`src/rtl/ebw_pkg.sv`:
```
package ebw_pkg;
  localparam int unsigned ADDR_W    = 32;
  localparam int unsigned SIZE_W    = 4;
  localparam int unsigned SIZE_BIAS = 13;
  localparam logic [ADDR_W-1:0] EXT_BASE = 32'h0040_0000;

  typedef enum logic [1:0] {
    CMP_BOTH  = 2'd0,
    CMP_WAIT  = 2'd1,
    CMP_ACK   = 2'd2,
    CMP_BOTH2 = 2'd3
  } cmp_mode_e;
endpackage

```
`src/rtl/ebw_region_decode.sv`:
```
module ebw_region_decode
  import ebw_pkg::*;
#(
  parameter int unsigned N_BANKS = 4
) (
  input  logic [ADDR_W-1:0] addr,
  input  logic [SIZE_W-1:0] size,
  output logic              is_ext,
  output logic [N_BANKS-1:0] bank_hit,
  output logic              nb_hit
);
  localparam int unsigned SH_W = $clog2(ADDR_W);

  logic [ADDR_W-1:0] offset;
  logic [ADDR_W-1:0] index;
  logic [SH_W-1:0]   shamt;

  always_comb begin
    is_ext = (addr >= EXT_BASE);
    offset = addr - EXT_BASE;
    shamt  = SH_W'(size) + SH_W'(SIZE_BIAS);
    index  = offset >> shamt;
    nb_hit = is_ext && (index >= ADDR_W'(N_BANKS));
  end

  for (genvar b = 0; b < N_BANKS; b++) begin : g_bank
    assign bank_hit[b] = is_ext && (index == ADDR_W'(b));
  end
endmodule

```
`src/rtl/ebw_wait_counter.sv`:
```
module ebw_wait_counter #(
  parameter int unsigned WAIT_W = 5
) (
  input  logic              clk,
  input  logic              rst_n,
  input  logic              load,
  input  logic [WAIT_W-1:0] load_val,
  input  logic              run,
  output logic              at_zero
);
  logic [WAIT_W-1:0] cnt_q;

  always_ff @(posedge clk or negedge rst_n) begin
    if (!rst_n)                      cnt_q <= '0;
    else if (load)                   cnt_q <= load_val;
    else if (run && cnt_q != '0)     cnt_q <= cnt_q - 1'b1;
  end

  assign at_zero = (cnt_q == '0);
endmodule

```
`src/rtl/ebw_dram_page.sv`:
```
module ebw_dram_page #(
  parameter int unsigned ROW_W = 23
) (
  input  logic             clk,
  input  logic             rst_n,
  input  logic             enable,
  input  logic             start_b0,
  input  logic             finish,
  input  logic [ROW_W-1:0] row,
  output logic             row_pulse,
  output logic             col_on
);
  logic             row_valid_q;
  logic [ROW_W-1:0] last_row_q;
  logic             miss;

  assign miss = !row_valid_q || (row != last_row_q);

  always_ff @(posedge clk or negedge rst_n) begin
    if (!rst_n) begin
      row_valid_q <= 1'b0;
      last_row_q  <= '0;
      row_pulse   <= 1'b0;
      col_on      <= 1'b0;
    end else begin
      row_pulse <= enable && start_b0 && miss;
      if (!enable) begin
        row_valid_q <= 1'b0;
      end else if (start_b0) begin
        row_valid_q <= 1'b1;
        last_row_q  <= row;
      end
      if (enable && start_b0) col_on <= 1'b1;
      else if (finish)        col_on <= 1'b0;
    end
  end
endmodule

```
`src/rtl/ext_bank_wait_ctrl.sv`:
```
module ext_bank_wait_ctrl
  import ebw_pkg::*;
#(
  parameter int unsigned N_BANKS = 4,
  parameter int unsigned WAIT_W  = 5,
  parameter int unsigned COL_W   = 9
) (
  input  logic              clk,
  input  logic              rst_n,
  input  logic              req_valid,
  input  logic [31:0]       req_addr,
  output logic              req_ready,
  input  logic [3:0]        cfg_size,
  input  logic [WAIT_W-1:0] cfg_wait,
  input  logic [1:0]        cfg_mode,
  input  logic              cfg_dram_en,
  input  logic              mem_ack,
  output logic [N_BANKS-1:0] bank_sel,
  output logic              nb_sel,
  output logic              dram_row,
  output logic              dram_col
);
  localparam int unsigned ROW_W = ADDR_W - COL_W;

  logic              busy_q;
  logic              is_ext;
  logic [N_BANKS-1:0] hit;
  logic              nb_hit;
  logic              start;
  logic              wait_done;
  logic              wait_ok;
  logic              ack_ok;
  logic              finish;
  cmp_mode_e         mode;

  ebw_region_decode #(.N_BANKS(N_BANKS)) u_dec (
    .addr     (req_addr),
    .size     (cfg_size),
    .is_ext   (is_ext),
    .bank_hit (hit),
    .nb_hit   (nb_hit)
  );

  ebw_wait_counter #(.WAIT_W(WAIT_W)) u_wait (
    .clk      (clk),
    .rst_n    (rst_n),
    .load     (start),
    .load_val (cfg_wait),
    .run      (busy_q),
    .at_zero  (wait_done)
  );

  ebw_dram_page #(.ROW_W(ROW_W)) u_page (
    .clk       (clk),
    .rst_n     (rst_n),
    .enable    (cfg_dram_en),
    .start_b0  (start && hit[0]),
    .finish    (finish),
    .row       (req_addr[ADDR_W-1:COL_W]),
    .row_pulse (dram_row),
    .col_on    (dram_col)
  );

  always_comb begin
    mode    = cmp_mode_e'(cfg_mode);
    start   = !busy_q && req_valid && is_ext;
    wait_ok = (mode == CMP_ACK)  || wait_done;
    ack_ok  = (mode == CMP_WAIT) || mem_ack;
    finish  = busy_q && wait_ok && ack_ok;
    req_ready = busy_q ? finish : (req_valid && !is_ext);
  end

  always_ff @(posedge clk or negedge rst_n) begin
    if (!rst_n) begin
      busy_q   <= 1'b0;
      bank_sel <= '0;
      nb_sel   <= 1'b0;
    end else if (start) begin
      busy_q   <= 1'b1;
      bank_sel <= hit;
      nb_sel   <= nb_hit;
    end else if (finish) begin
      busy_q   <= 1'b0;
      bank_sel <= '0;
      nb_sel   <= 1'b0;
    end
  end
endmodule

```
`config.mk`:
```
export PLATFORM = sky130hd
export DESIGN_NAME = ext_bank_wait_ctrl
export DESIGN_NICKNAME = d
export VERILOG_FILES = /design/src/rtl/ebw_pkg.sv /design/src/rtl/ebw_region_decode.sv /design/src/rtl/ebw_wait_counter.sv /design/src/rtl/ebw_dram_page.sv /design/src/rtl/ext_bank_wait_ctrl.sv
export SDC_FILE = /design/constraint.sdc
export NUM_CORES = 1
export LEC_CHECK = 0
export BUFFER_PORTS_ARGS = -buffer_cell sky130_fd_sc_hd__buf_2
export CAP_MARGIN = 10
export CORE_MARGIN = 2
export CORE_UTILIZATION = 45
export DETAILED_ROUTE_END_ITERATION = 8
export PLACE_DENSITY = 0.67
export RECOVER_POWER = 100
export SYNTH_ARGS = -nofsm -noshare
export SYNTH_HDL_FRONTEND = slang
export SYNTH_HIERARCHICAL = 1
export SYNTH_SLANG_ARGS = --single-unit
```
`constraint.sdc`:
```
create_clock -name clk -period 2.3 [get_ports clk]
set_clock_uncertainty 0.2 [all_clocks]
set_input_delay 0.115 -clock clk [delete_from_list [all_inputs] [get_ports clk]]
set_output_delay 0.115 -clock clk [all_outputs]
set_load 0.005 [all_outputs]
```
* After elaboration in Yosys (flattened, before gate mapping)
Cells that the tools add are included.
** Operators by class
- Add/subtract/negate cells :: 3
- Multiply operators :: 0
- Divide/modulo/power cells :: 0
- Magnitude comparators :: 2
- Equal/unequal tests :: 7
- Shift operators :: 1
- Mux-type cells :: 11
- Bitwise operators :: 0
- Reduce and logical (&&, ||, !) cells :: 27
** Operator list (count)
- $eq 32x2->1 const B :: 2
- $eq 32x1->1 const B :: 1
- $ge 32x23->1 const B :: 1
- $ge 32x3->1 const B :: 1
- $logic_not 32->1 :: 1
- $shr 32x5->32 :: 1
- $sub 32x23->32 const B :: 1
- $ne 23x23->1 :: 1
- $logic_and 1x1->1 :: 14
- $mux 5 :: 2
- $mux 4 :: 2
- $mux 1 :: 7
- $reduce_bool 2->1 :: 3
- $add 4x4->5 const B :: 1
- $logic_not 5->1 :: 1
- $reduce_bool 5->1 :: 1
- $sub 5x1->5 const B :: 1
- $logic_not 1->1 :: 3
- $logic_or 1x1->1 :: 3
- $eq 2x1->1 const B :: 1
- $eq 2x2->1 const B :: 1
- $ne 2x1->1 const B :: 1
- $reduce_and 2->1 :: 1
** Storage, ports and cells
- Flip-flop bits (word level) :: 37
- Latch bits :: 0
- Bits in writable memories :: 0
- Memory bits (read-only) :: 0
- Word-level logic and storage cells :: 59
- Memories :: 0

* Logic depth before layout (Yosys ltp)
- Depth after elaboration :: 7
- Gate-level depth with buffers :: 16
- Gate-level depth less buffers :: 14

* Hierarchy
The synthesis kept the hierarchy.
** By module, submodules not included
- ebw_dram_page :: instances 1, cells each 86, area an instance 1206.2 um2
- ebw_region_decode :: instances 1, cells each 167, area an instance 1177.4 um2
- ext_bank_wait_ctrl :: instances 1, cells each 33, area an instance 322.8 um2
- ebw_wait_counter :: instances 1, cells each 32, area an instance 304.0 um2

* Worst setup path after synthesis
No wires, ideal clock.
- Path kind :: input to register
- Start point :: input port req_addr[22]
- End point :: register u_page.last_row_q[0]
- Library setup time :: 0.125 ns
- Arrival time :: 2.871 ns
- Data required time :: 1.975 ns
- Path slack :: -0.896 ns
- Cell stages on the path :: 16
- Path through :: inv_1 ha_1 or4b_4 buf_6 or4_1 nand3_1 a211oi_2 a21oi_1 nor4_2 o211ai_2 nor3_1 nand2_1 inv_1 nand2_2 buf_6 mux2_2
** Between the ends
- Cells in the longest elaborated chain, start to end :: 6
- Elaborated cells on any way between the ends :: 8
- Classes of those cells :: add/sub: 1; order compare: 1; shift: 1; reduce/logical: 5
** RTL lines
- from (decl) :: RTL line ext_bank_wait_ctrl.sv:11 : input logic [31:0] req_addr,
- $sub 32x23->32 :: RTL line ebw_region_decode.sv:20 : offset = addr - EXT_BASE;
- $shr 32x5->32 :: RTL line ebw_region_decode.sv:22 : index = offset >> shamt;
- $logic_not 32->1 :: RTL line ebw_region_decode.sv:27 : assign bank_hit[b] = is_ext && (index == ADDR_W'(b));
- $logic_and 1x1->1 * :: RTL line ebw_region_decode.sv:27
- via hit[0] :: RTL line ext_bank_wait_ctrl.sv:27 : logic [N_BANKS-1:0] hit;
- $logic_and 1x1->1 * :: RTL line ext_bank_wait_ctrl.sv:57 : .start_b0 (start && hit[0]),
- $reduce_and 2->1 (no source line) *
- to (signal assigned) :: RTL line ebw_dram_page.sv:31 : last_row_q <= row;
- to (decl) :: RTL line ebw_dram_page.sv:14 : logic [ROW_W-1:0] last_row_q;
The timed path passes the listed nets; every way through them passes the cells marked *.
A chain may end at the register's enable or synchronous reset.

* Worst setup path in the final report
- Start point :: input port req_addr[23]
- End point :: register u_page.last_row_q[22]
The elaborated chain is that of the path after synthesis.

==> metrics.txt <==
outcome finished, violations left; failing checks DRC, setup timing; WL/cell between 15 and 20 um; Worst Setup End Kind flip-flop; buffers added on ports 55; antenna-violating nets left 0; most frequent cell after synthesis dfrtp_1; final hold slack approximately 0.017 ns; Post-Route WL 9.23 mm; main area contributors after synthesis dfrtp_1, mux2_2, xnor2_1; Post-Syn Area around 3000 um2; slowest stage delay, CP between 0.5 and 0.6 ns; first-pass GRT wire length between 10 and 15 mm; share of cells above drive strength 1 0.476; number of fill cells 498; worst skew pair latency a little under 0.3 ns; final hold viol count 0; Worst path top cell family by delay compound AO/OA/AOI/OAI gates; cts bufs inserted 5; Post-synth EDFFs 0; RePlAce Congestion ~0.9; hpwl dp around 6.6 mm; most common flop cell mapped by yosys dfrtp_1; Finished Cell Area approximately 4400 um2; M1 GR Usage 0.339; LEAKAGE ~2.1 nW; Buf/Inv on CP 4; Layout area overhead 45.1%; unrepaired setup endpoints after global routing yes; nets 506; Placement Cell Area around 3900 um2; final cell count without fillers 533; pin count of the biggest net entering global routing 38; Final min period between 2 and 3 ns; Vias just over 3,000; Vias per Instance 5.77; dpl cells between 500 and 600; Synth top area share 0.308; Tot GR Track Use 0.253; Sw Pwr roughly 0.71 mW; WS Path Type in2reg; leading area contributor after synthesis dfrtp_1; Placeable Area approximately 6400 um2; CTS tree done; DRC 6; H-tree levels 2; CP max stage cell or4b_4; antenna cells 0; synth cell count leaders dfrtp_1, mux2_2, nand2_1; Tcrit/Tclk final 1.26; logic gate share of total power 0.399; IO Pins 56; WP data arrival about 2.9 ns; worst setup margin -0.607 ns; Die X between 80 and 90 um; initial drt markers about 190; Worst-path clk slew roughly 0.080 ns; cell-internal power ~1.4 mW; WP data required ~2.3 ns; clock power share 0.221; Slew Limit Fails 0; fmax 344 MHz; Yosys cell types 65; maximum vdd drop 0.408 mV; initial antenna violation count 0; warnings from Yosys 6; row count 29; Longest Clk Path Bufs 2; Mapped Cells 318; vias in the first global route 3,026; class of the worst hold path in2reg; final core occ 0.680; root buf cell clkbuf_8; worst slew pin tran just over 0.9 ns; post-synthesis async set-or-reset flop share 1.00; max-cap viol count 0; Detailed Routing Iterations Pass 1 7; CP max FO 8; Sw Ratio 0.344; crit start category input pin; Die Ht ~86 um; final setup violation count 31; Initial Util 0.469; DIE AREA roughly 7400 um2; met3 Use GR 0.0375; post-synthesis sequential area ratio 0.308; total nets after synthesis ~370; global route total overflow 0; PwrDens about 470 nW/um2; met2 usage 0.429; worst-path cell chain buf_12 > inv_12 > ha_4 > or4b_4 > o31a_1 > a211oi_4 > mux2i_1 > a21oi_2 > nor4_2 > o211ai_2 > nor3_2 > nand2_2 > inv_2 > nand2_4 > buf_8 > mux2_4; slew margin rel. 0.390; sequential share of power 0.381; clock sinks 37; FF+latch count, synth 37; GRT Max-Usage Layer met2; post-synthesis area per instance approximately 9.5 um2
flip-flops by register name, summed over array words and instances, names as in the netlist:
register	count
u_page/last_row_q	23
u_wait/cnt_q	5
bank_sel	4
busy_q	1
nb_sel	1
u_page/col_on	1
u_page/row_pulse	1
u_page/row_valid_q	1
per-layer routing:
layer / routed length, um / part of all wire
met5: 0 / 0
met1: 4190 / 0.45
met3: 521 / 0.056
met2: 4340 / 0.47
met4: 174 / 0.019
worst paths after layout:
check | startpoint | end | slack [ns] | cells after the start
max reg2reg | u_wait/cnt_q[0] | bank_sel[2] | 0.38 | 7
min reg2reg | u_page/col_on | u_page/col_on | 0.32 | 2
max | req_addr[23] | u_page/last_row_q[22] | -0.61 | 16
min in group asynchronous | rst_n | u_page/last_row_q[15] | 0.29 | 2
max in group asynchronous | rst_n | bank_sel[3] | 1.04 | 2
min | mem_ack | busy_q | 0.02 | 3
what timing repair did:
| action | CTS | global route |
|---|---|---|
| pin swaps | 7 | 9 |
| resized for setup | 22 | 23 |
| cloned | 3 | 0 |
| hold endpoints to repair | 48 | 0 |
| hold buffers | 12 | 0 |
| setup buffers | 5 | 3 |
| setup endpoints to repair | 32 | 34 |
cells in the final DEF, fill, tap and decap left out, types with 3 or more instances in the layout:
cell type,Yosys,layout
a211oi_1,10,7
a211oi_2,2,4
a21oi_1,15,13
a21oi_2,1,3
a31oi_1,3,3
buf_2,5,51
buf_4,0,74
buf_6,4,5
clkbuf_8,0,5
dfrtp_1,37,37
dlygate4sd3_1,0,12
inv_1,13,8
inv_2,1,4
mux2_2,26,3
mux2_4,0,23
mux2i_1,8,8
mux4_2,5,5
nand2_1,24,23
nand2b_1,4,4
nand3_1,3,3
nand4_1,6,6
nor2_1,13,12
nor3_1,11,6
nor3_2,1,6
nor4_1,12,10
nor4_2,1,3
o211ai_1,3,3
o21ai_0,8,6
o21ai_1,3,3
o31a_1,4,4
o31ai_1,9,8
or3_1,5,5
or4b_4,2,3
xnor2_1,17,16
xor2_1,10,10
through the flow:
stage | setup slack (ns) | power, mW | setup TNS (ns)
floorplan | -0.709 | 1.25 | -17.59
global placement | -1.02 | 1.54 | -28.77
detailed placement | -1.08 | 1.56 | -30.44
CTS | -0.714 | 2.04 | -17.75
global route | -0.708 | 2.20 | -18.56
finish | -0.607 | 2.07 | -15.45
worst register-to-register path, delay by kind of cell, from the launching register on:
kind,cells,cell delay (ns)
and+or+nand+nor,1,0.50
DFF,1,0.39
buffers and inverters,3,0.30
AOI/OAI and AO/OA,2,0.24
adders and majority gates,1,0.16
power groups by stage:
stage               sequential (mW)  combinational (mW)  clock (mW)
finish                        0.786               0.823       0.456
global route                  0.797               0.908       0.493
CTS                           0.784               0.798       0.458
detailed placement            0.796               0.764           0
global placement              0.790               0.749           0
floorplan                     0.793               0.452           0
layout make-up:
type                       count  area [um2]  share of cell area
multi-input combinational    251        2160               0.494
clock inverter                 3        17.5             0.00401
tap                           77        96.3              0.0221
sequential                    37         926               0.212
clock buffer                   5        68.8              0.0158
timing repair buffer         146        1030               0.236
inverter                      14        70.1              0.0160
logic make-up after synthesis:
family          count (synthesis)  share of synthesized area
fa+ha+maj                       3                     0.0125
flops                          37                      0.308
mux                            39                      0.161
simple gates                  104                      0.202
compound gates                 77                      0.188
buf+inv                        31                     0.0507
xor+xnor                       27                     0.0786
No activity file was read; power rests on OpenSTA's default activity.
